**config.mk**
```make
export PLATFORM = sky130hd
export DESIGN_NAME = rstsup_top
export DESIGN_NICKNAME = d
export VERILOG_FILES = /design/src/rtl/rstsup_pkg.sv /design/src/rtl/rstsup_dp.sv /design/src/rtl/rstsup_ctl.sv /design/src/rtl/rstsup_top.sv
export SDC_FILE = /design/constraint.sdc
export NUM_CORES = 1
export LEC_CHECK = 0
export BUFFER_PORTS_ARGS = -buffer_cell sky130_fd_sc_hd__buf_2
export CORE_MARGIN = 2
export CORE_UTILIZATION = 60
export DETAILED_ROUTE_END_ITERATION = 6
export PLACE_DENSITY_LB_ADDON = 0.3
export SYNTH_ARGS = -nofsm -noshare
export SYNTH_HDL_FRONTEND = slang
export SYNTH_SLANG_ARGS = --single-unit
```
**constraint.sdc**
```tcl
create_clock -name clk -period 6.17 [get_ports clk]
set_input_delay 0.617 -clock clk [delete_from_list [all_inputs] [get_ports clk]]
set_output_delay 0.617 -clock clk [all_outputs]
set_load 0.05 [all_outputs]
```
**src/rtl/rstsup_pkg.sv**
```systemverilog
package rstsup_pkg;

  // Number of reset request inputs merged by the block.
  localparam int NUM_SRC = 5;

  // Bit positions inside the request vector (priority does not matter).
  localparam int SRC_PWR  = 0;
  localparam int SRC_EXT  = 1;
  localparam int SRC_WDT  = 2;
  localparam int SRC_BRN  = 3;
  localparam int SRC_JTAG = 4;

  // Strobes from control to datapath.
  typedef struct packed {
    logic cntAdvance;  // step the stretch counter
    logic cntZero;     // hold the stretch counter at zero
  } dpStrobes_t;

endpackage

```
**src/rtl/rstsup_dp.sv**
```systemverilog
module rstsup_dp
  import rstsup_pkg::*;
#(
  parameter int MIN_LOW  = 4,
  parameter int BASE_LOG = 4,
  parameter int STEP_LOG = 4,
  parameter int SEL_W    = 2
) (
  input  logic             clk,
  input  logic             pwrOnFlag,
  input  logic             extRstN,
  input  logic [SEL_W-1:0] delaySel,
  input  logic             srcActive,
  input  logic             coreReset,
  input  dpStrobes_t       stb,
  output logic             extQual,
  output logic             stretchDone
);

  localparam int NUM_CODES = 1 << SEL_W;
  localparam int CW        = BASE_LOG + (NUM_CODES - 1) * STEP_LOG + 1;
  localparam int LW        = $clog2(MIN_LOW + 1);

  logic [1:0]    syncQ;
  logic [LW-1:0] lowCnt;
  logic [CW-1:0] delayCnt;
  logic [CW-1:0] limTab [NUM_CODES];
  logic [CW-1:0] stretchLimit;

  // Two-flop synchronizer for the external pin; idles high.
  always_ff @(posedge clk or posedge pwrOnFlag) begin
    if (pwrOnFlag) syncQ <= 2'b11;
    else           syncQ <= {syncQ[0], extRstN};
  end

  // Saturating low-level counter: qualifies a long enough low.
  always_ff @(posedge clk or posedge pwrOnFlag) begin
    if (pwrOnFlag)                   lowCnt <= '0;
    else if (syncQ[1])               lowCnt <= '0;
    else if (lowCnt != LW'(MIN_LOW)) lowCnt <= lowCnt + LW'(1);
  end

  assign extQual = (lowCnt == LW'(MIN_LOW));

  // Stretch lengths, one per code, each a power of two.
  generate
    for (genvar g = 0; g < NUM_CODES; g++) begin : g_lim
      assign limTab[g] = CW'(1) << (BASE_LOG + g * STEP_LOG);
    end
  endgenerate

  assign stretchLimit = limTab[delaySel];

  // Stretch counter: cleared asynchronously by any active request.
  always_ff @(posedge clk or posedge srcActive) begin
    if (srcActive)          delayCnt <= '0;
    else if (stb.cntZero)   delayCnt <= '0;
    else if (stb.cntAdvance) delayCnt <= delayCnt + CW'(1);
  end

  assign stretchDone = (delayCnt == stretchLimit - CW'(1));

  // qualification only follows MIN_LOW synchronized low samples.
  p_ext_filter_r5: assert property (@(posedge clk) disable iff (pwrOnFlag)
    $rose(extQual) |-> ($past(lowCnt) == LW'(MIN_LOW - 1)) && !$past(syncQ[1]))
    else $error("R5 external reset qualified too early");

  // the core reset falls only when the count reached its limit.
  p_release_count_r4: assert property (@(posedge clk) disable iff (pwrOnFlag)
    $fell(coreReset) |-> ($past(delayCnt) == $past(stretchLimit) - CW'(1)))
    else $error("R4 release at wrong count");

  // the counter rests at zero outside of a stretch.
  p_idle_zero_r4: assert property (@(posedge clk) disable iff (pwrOnFlag)
    !coreReset |-> (delayCnt == '0))
    else $error("R4 counter not idle");

endmodule

```
**src/rtl/rstsup_ctl.sv**
```systemverilog
module rstsup_ctl
  import rstsup_pkg::*;
(
  input  logic       clk,
  input  logic       pwrOnFlag,
  input  logic       wdtExpire,
  input  logic       wdtEnable,
  input  logic       lowSupply,
  input  logic       brownEnable,
  input  logic       jtagRstBit,
  input  logic       extQual,
  input  logic       stretchDone,
  output logic       srcActive,
  output logic       coreReset,
  output logic       portReset,
  output dpStrobes_t stb
);

  logic [NUM_SRC-1:0] reqVec;
  logic               holdQ;

  // Gate the enable-controlled requests and merge all of them.
  always_comb begin
    reqVec           = '0;
    reqVec[SRC_PWR]  = pwrOnFlag;
    reqVec[SRC_EXT]  = extQual;
    reqVec[SRC_WDT]  = wdtExpire & wdtEnable;
    reqVec[SRC_BRN]  = lowSupply & brownEnable;
    reqVec[SRC_JTAG] = jtagRstBit;
  end

  assign srcActive = |reqVec;

  // Asynchronous set, synchronous release after the stretch.
  always_ff @(posedge clk or posedge srcActive) begin
    if (srcActive)                         holdQ <= 1'b1;
    else if (stb.cntAdvance && stretchDone) holdQ <= 1'b0;
  end

  always_comb begin
    stb.cntAdvance = holdQ;
    stb.cntZero    = ~holdQ | stretchDone;
  end

  assign coreReset = holdQ;
  assign portReset = srcActive | holdQ;

  // core reset is high whenever a request is active.
  p_hold_active_r3: assert property (@(posedge clk) disable iff (pwrOnFlag)
    srcActive |-> coreReset)
    else $error("R3 core reset low during active request");

  // the JTAG bit keeps both resets asserted.
  p_jtag_hold_r8: assert property (@(posedge clk) disable iff (pwrOnFlag)
    jtagRstBit |-> (coreReset && portReset))
    else $error("R8 JTAG reset not held");

  // a release edge never follows a cycle with an active request.
  p_no_release_active_r9: assert property (@(posedge clk) disable iff (pwrOnFlag)
    $fell(coreReset) |-> !$past(srcActive))
    else $error("R9 released while a request was active");

endmodule

```
**src/rtl/rstsup_top.sv**
```systemverilog
module rstsup_top
  import rstsup_pkg::*;
#(
  parameter int MIN_LOW  = 4,
  parameter int BASE_LOG = 4,
  parameter int STEP_LOG = 4,
  parameter int SEL_W    = 2
) (
  input  logic             clk,
  input  logic             pwrOnFlag,
  input  logic             extRstN,
  input  logic             wdtExpire,
  input  logic             wdtEnable,
  input  logic             lowSupply,
  input  logic             brownEnable,
  input  logic             jtagRstBit,
  input  logic [SEL_W-1:0] delaySel,
  output logic             coreReset,
  output logic             portReset
);

  logic       srcActive;
  logic       extQual;
  logic       stretchDone;
  dpStrobes_t stb;

  rstsup_ctl i_ctl (
    .clk         (clk),
    .pwrOnFlag   (pwrOnFlag),
    .wdtExpire   (wdtExpire),
    .wdtEnable   (wdtEnable),
    .lowSupply   (lowSupply),
    .brownEnable (brownEnable),
    .jtagRstBit  (jtagRstBit),
    .extQual     (extQual),
    .stretchDone (stretchDone),
    .srcActive   (srcActive),
    .coreReset   (coreReset),
    .portReset   (portReset),
    .stb         (stb)
  );

  rstsup_dp #(
    .MIN_LOW  (MIN_LOW),
    .BASE_LOG (BASE_LOG),
    .STEP_LOG (STEP_LOG),
    .SEL_W    (SEL_W)
  ) i_dp (
    .clk         (clk),
    .pwrOnFlag   (pwrOnFlag),
    .extRstN     (extRstN),
    .delaySel    (delaySel),
    .srcActive   (srcActive),
    .coreReset   (coreReset),
    .stb         (stb),
    .extQual     (extQual),
    .stretchDone (stretchDone)
  );

endmodule

```
==> flow_summary.json <==
{
  "status": "finished, final reports clean",
  "min_period_ns": 2.57,
  "pwr-share-clk_pct": 28.6,
  "die_w_microns": 48.4,
  "portBuffers": 11,
  "dr.pass1.iters": 4,
  "cpMostUsedCell": "nand2_1",
  "p_sw_uw": 60.7,
  "synth_ff_type": "dfrtp_1",
  "dpl.cell_count": 153,
  "fin_area_sq_mm": 0.00129,
  "cts-root-buf": "clkbuf_4",
  "cp.arrival_ns": 1.95,
  "syn_to_final_growth_pct": 9.64,
  "place_ws_ns": 3.92,
  "fin_skew_ns": 0.00764,
  "slew_headroom_pct": 48.3,
  "start_util_pct": 62.1,
  "leakagePower_nw": 0.559,
  "post_cts_buffers": 0,
  "wire_per_inst_microns": 13.1,
  "ios": 12,
  "seqPwrFrac_pct": 63.5,
  "postCtsResizedCells": 0,
  "layout.cells.non_filler": 157,
  "grt_overflow": 0,
  "async_flop_share_pct": 100,
  "num_rows": 16,
  "syn_nets": 129,
  "clock-sinks": 23,
  "drive_above_1_share_pct": 17.7,
  "postRouteAntennaNets": 0,
  "dpl_cell_area_sq_mm": 0.00127,
  "fin_ws_ns": 3.60,
  "max-cap-violations": 0,
  "r2r_cells": 5,
  "required_ns": 5.55,
  "pwr_density_cell_mw_per_mm2": 191,
  "syn_avg_cell_area_sq_um": 10.2,
  "ctsHtreeMaxLevel": 1,
  "vias": 860,
  "cts_made_buffers": 3,
  "grt_pass1_wl_microns": 3730,
  "cp.depth": 8,
  "report.final.slew_viol_count": 0,
  "clkTransAtPathRegs_ns": 0.12,
  "ys_seq_area_share_pct": 49.0,
  "p_sw_share_pct": 24.5,
  "fp.coreArea_sq_mm": 0.00190,
  "antenna_found_initial": 0,
  "grt_max_degree": 20,
  "cts_max_path_buffers": 2,
  "crit_buf_inv": 3,
  "synth_cell_types": 28,
  "num_antenna_cells": 0,
  "tightest_slew_ns": 0.773,
  "rsz0062_at_grt": "no",
  "max_freq_mhz": 389,
  "vdd_ir_drop_max_mv": 0.147,
  "comb_power_share_pct": 7.9,
  "grt_usage_pct": 20.5,
  "drc_errors": 0,
  "crit_slowest_cell": "dfrtp_1",
  "crit_type": "flip-flop to primary output",
  "end_kind": "primary output",
  "final-hold-violation-count": 0,
  "clock_latency_ns": 0.32,
  "cp_max_fo": 19,
  "hold_path_class": "input pin to asynchronous set/reset pin",
  "layout.nets": 144,
  "dieHeight_microns": 48.4,
  "tns_ns": 0,
  "gp_congestion": 0.830,
  "syn_inst": 116,
  "path_cells": "inv_1 -> ha_1 -> nand2_1 -> nand2_1 -> a221oi_2 -> buf_4 -> nand2b_1 -> buf_2",
  "synth-edff-count": 0,
  "slowest_delay_ns": 0.41,
  "dp_hpwl_microns": 1490,
  "fin_crit_sh_pct": 41.7,
  "routed_wl_microns": 2060,
  "start_kind": "flip-flop",
  "syn_area_sq_mm": 0.00118,
  "viasPerCell": 5.48,
  "cts_tree": "done",
  "ctsHoldBuffers": 0,
  "synth_warnings": 0,
  "intPower_uw": 187,
  "fillers": 162,
  "critPathTopFamily": "buffers and inverters",
  "grt_pass1_vias": 868,
  "drt-initial-drc-count": 13,
  "setup_violations": 0,
  "yosys_register_bits": 23,
  "dieArea_sq_mm": 0.00234
}
metrics by stage:
| step | total power, mW | hold WS, ns | utilization (%) |
|---|---|---|---|
| 2_1_floorplan | 0.173 | 0.345 | - |
| 3_3_place_gp | 0.179 | 0.347 | 66.6 |
| 3_5_place_dp | 0.180 | 0.352 | 66.6 |
| 4_1_cts | 0.251 | 0.177 | 68.1 |
| 5_1_grt | 0.260 | 0.189 | 68.1 |
| 6_report | 0.248 | 0.181 | 68.1 |
state kept, by name, summed over array words and instances (netlist names):
signal / cells
i_dp.delayCnt: 17
i_dp.syncQ: 2
i_dp.lowCnt: 3
i_ctl.coreReset: 1
kinds of logic after synthesis:
group	count (synthesis)	synth area share [%]
flops	23	49.0
xor+xnor	15	11.1
buf+inv	7	2.97
compound gates	6	5.19
fa+ha+maj	3	3.18
simple gates	60	26.8
mux	2	1.69
worst paths after layout:
path / from / end / slack, ns
setup reg to reg: i_dp.delayCnt[0] / i_dp.delayCnt[8] / 4.08
hold reg to reg: i_dp.syncQ[0] / i_dp.syncQ[1] / 0.37
hold / removal: pwrOnFlag / i_dp.lowCnt[2] / 0.18
setup / recovery: i_dp.lowCnt[0] / portReset / 3.60
min in group clk: i_dp.syncQ[0] / i_dp.syncQ[1] / 0.37
max in group asynchronous: i_dp.lowCnt[0] / i_ctl.coreReset / 4.96
final cells by class:
class / count / area [sq um] / share of cell area [%]
Sequential cell: 23 / 579 / 44.7
Timing Repair Buffer: 12 / 62.6 / 4.83
Inverter: 5 / 18.8 / 1.45
Clock inverter: 1 / 5.00 / 0.386
Multi-Input combinational cell: 86 / 573 / 44.3
Clock buffer: 3 / 22.5 / 1.74
Tap cell: 27 / 33.8 / 2.61
layout by cell type (no fill, tap or decap), types with 2 or more instances in the layout:
cell,instances
and2_1,3
and4_1,4
buf_2,11
clkbuf_4,3
dfrtp_1,20
dfstp_2,3
ha_1,3
inv_1,5
mux2i_1,2
nand2_1,9
nand3_1,5
nand4_1,5
nor2_1,20
nor3_1,5
nor4_1,4
xnor2_1,6
xor2_1,9
power groups by stage:
stage	Sequential (mW)	Combinational (mW)	Clock [mW]
after global routing	0.158	0.0232	0.0793
after global placement	0.160	0.0190	0
after detailed placement	0.160	0.0199	0
after floorplan	0.159	0.0134	0
after CTS	0.157	0.0200	0.0735
final	0.157	0.0196	0.0708
layer usage:
metal	up-vias	wire length, microns	GRT usage (%)
li1	432	-	-
met1	415	992	28.1
met2	8	999	33.3
met3	5	33	1.85
met4	0	38	9.52
met5	-	0	0
cells in the mapped netlist (2+ instances only):
library cell  number  share of area (%)
inv_1              5                1.6
ha_1               3                3.2
xor2_1             9                6.7
nor3_1             5                2.1
xnor2_1            6                4.4
dfstp_2            3                6.7
nand2_1            9                2.9
nand4_1            5                2.6
and2_1             3                1.6
nor2_1            20                6.4
nor4_1             4                2.1
and4_1             4                3.0
mux2i_1            2                1.7
dfrtp_1           20                 42
nand3_1            5                2.1
(Power assumes the default switching activity.)
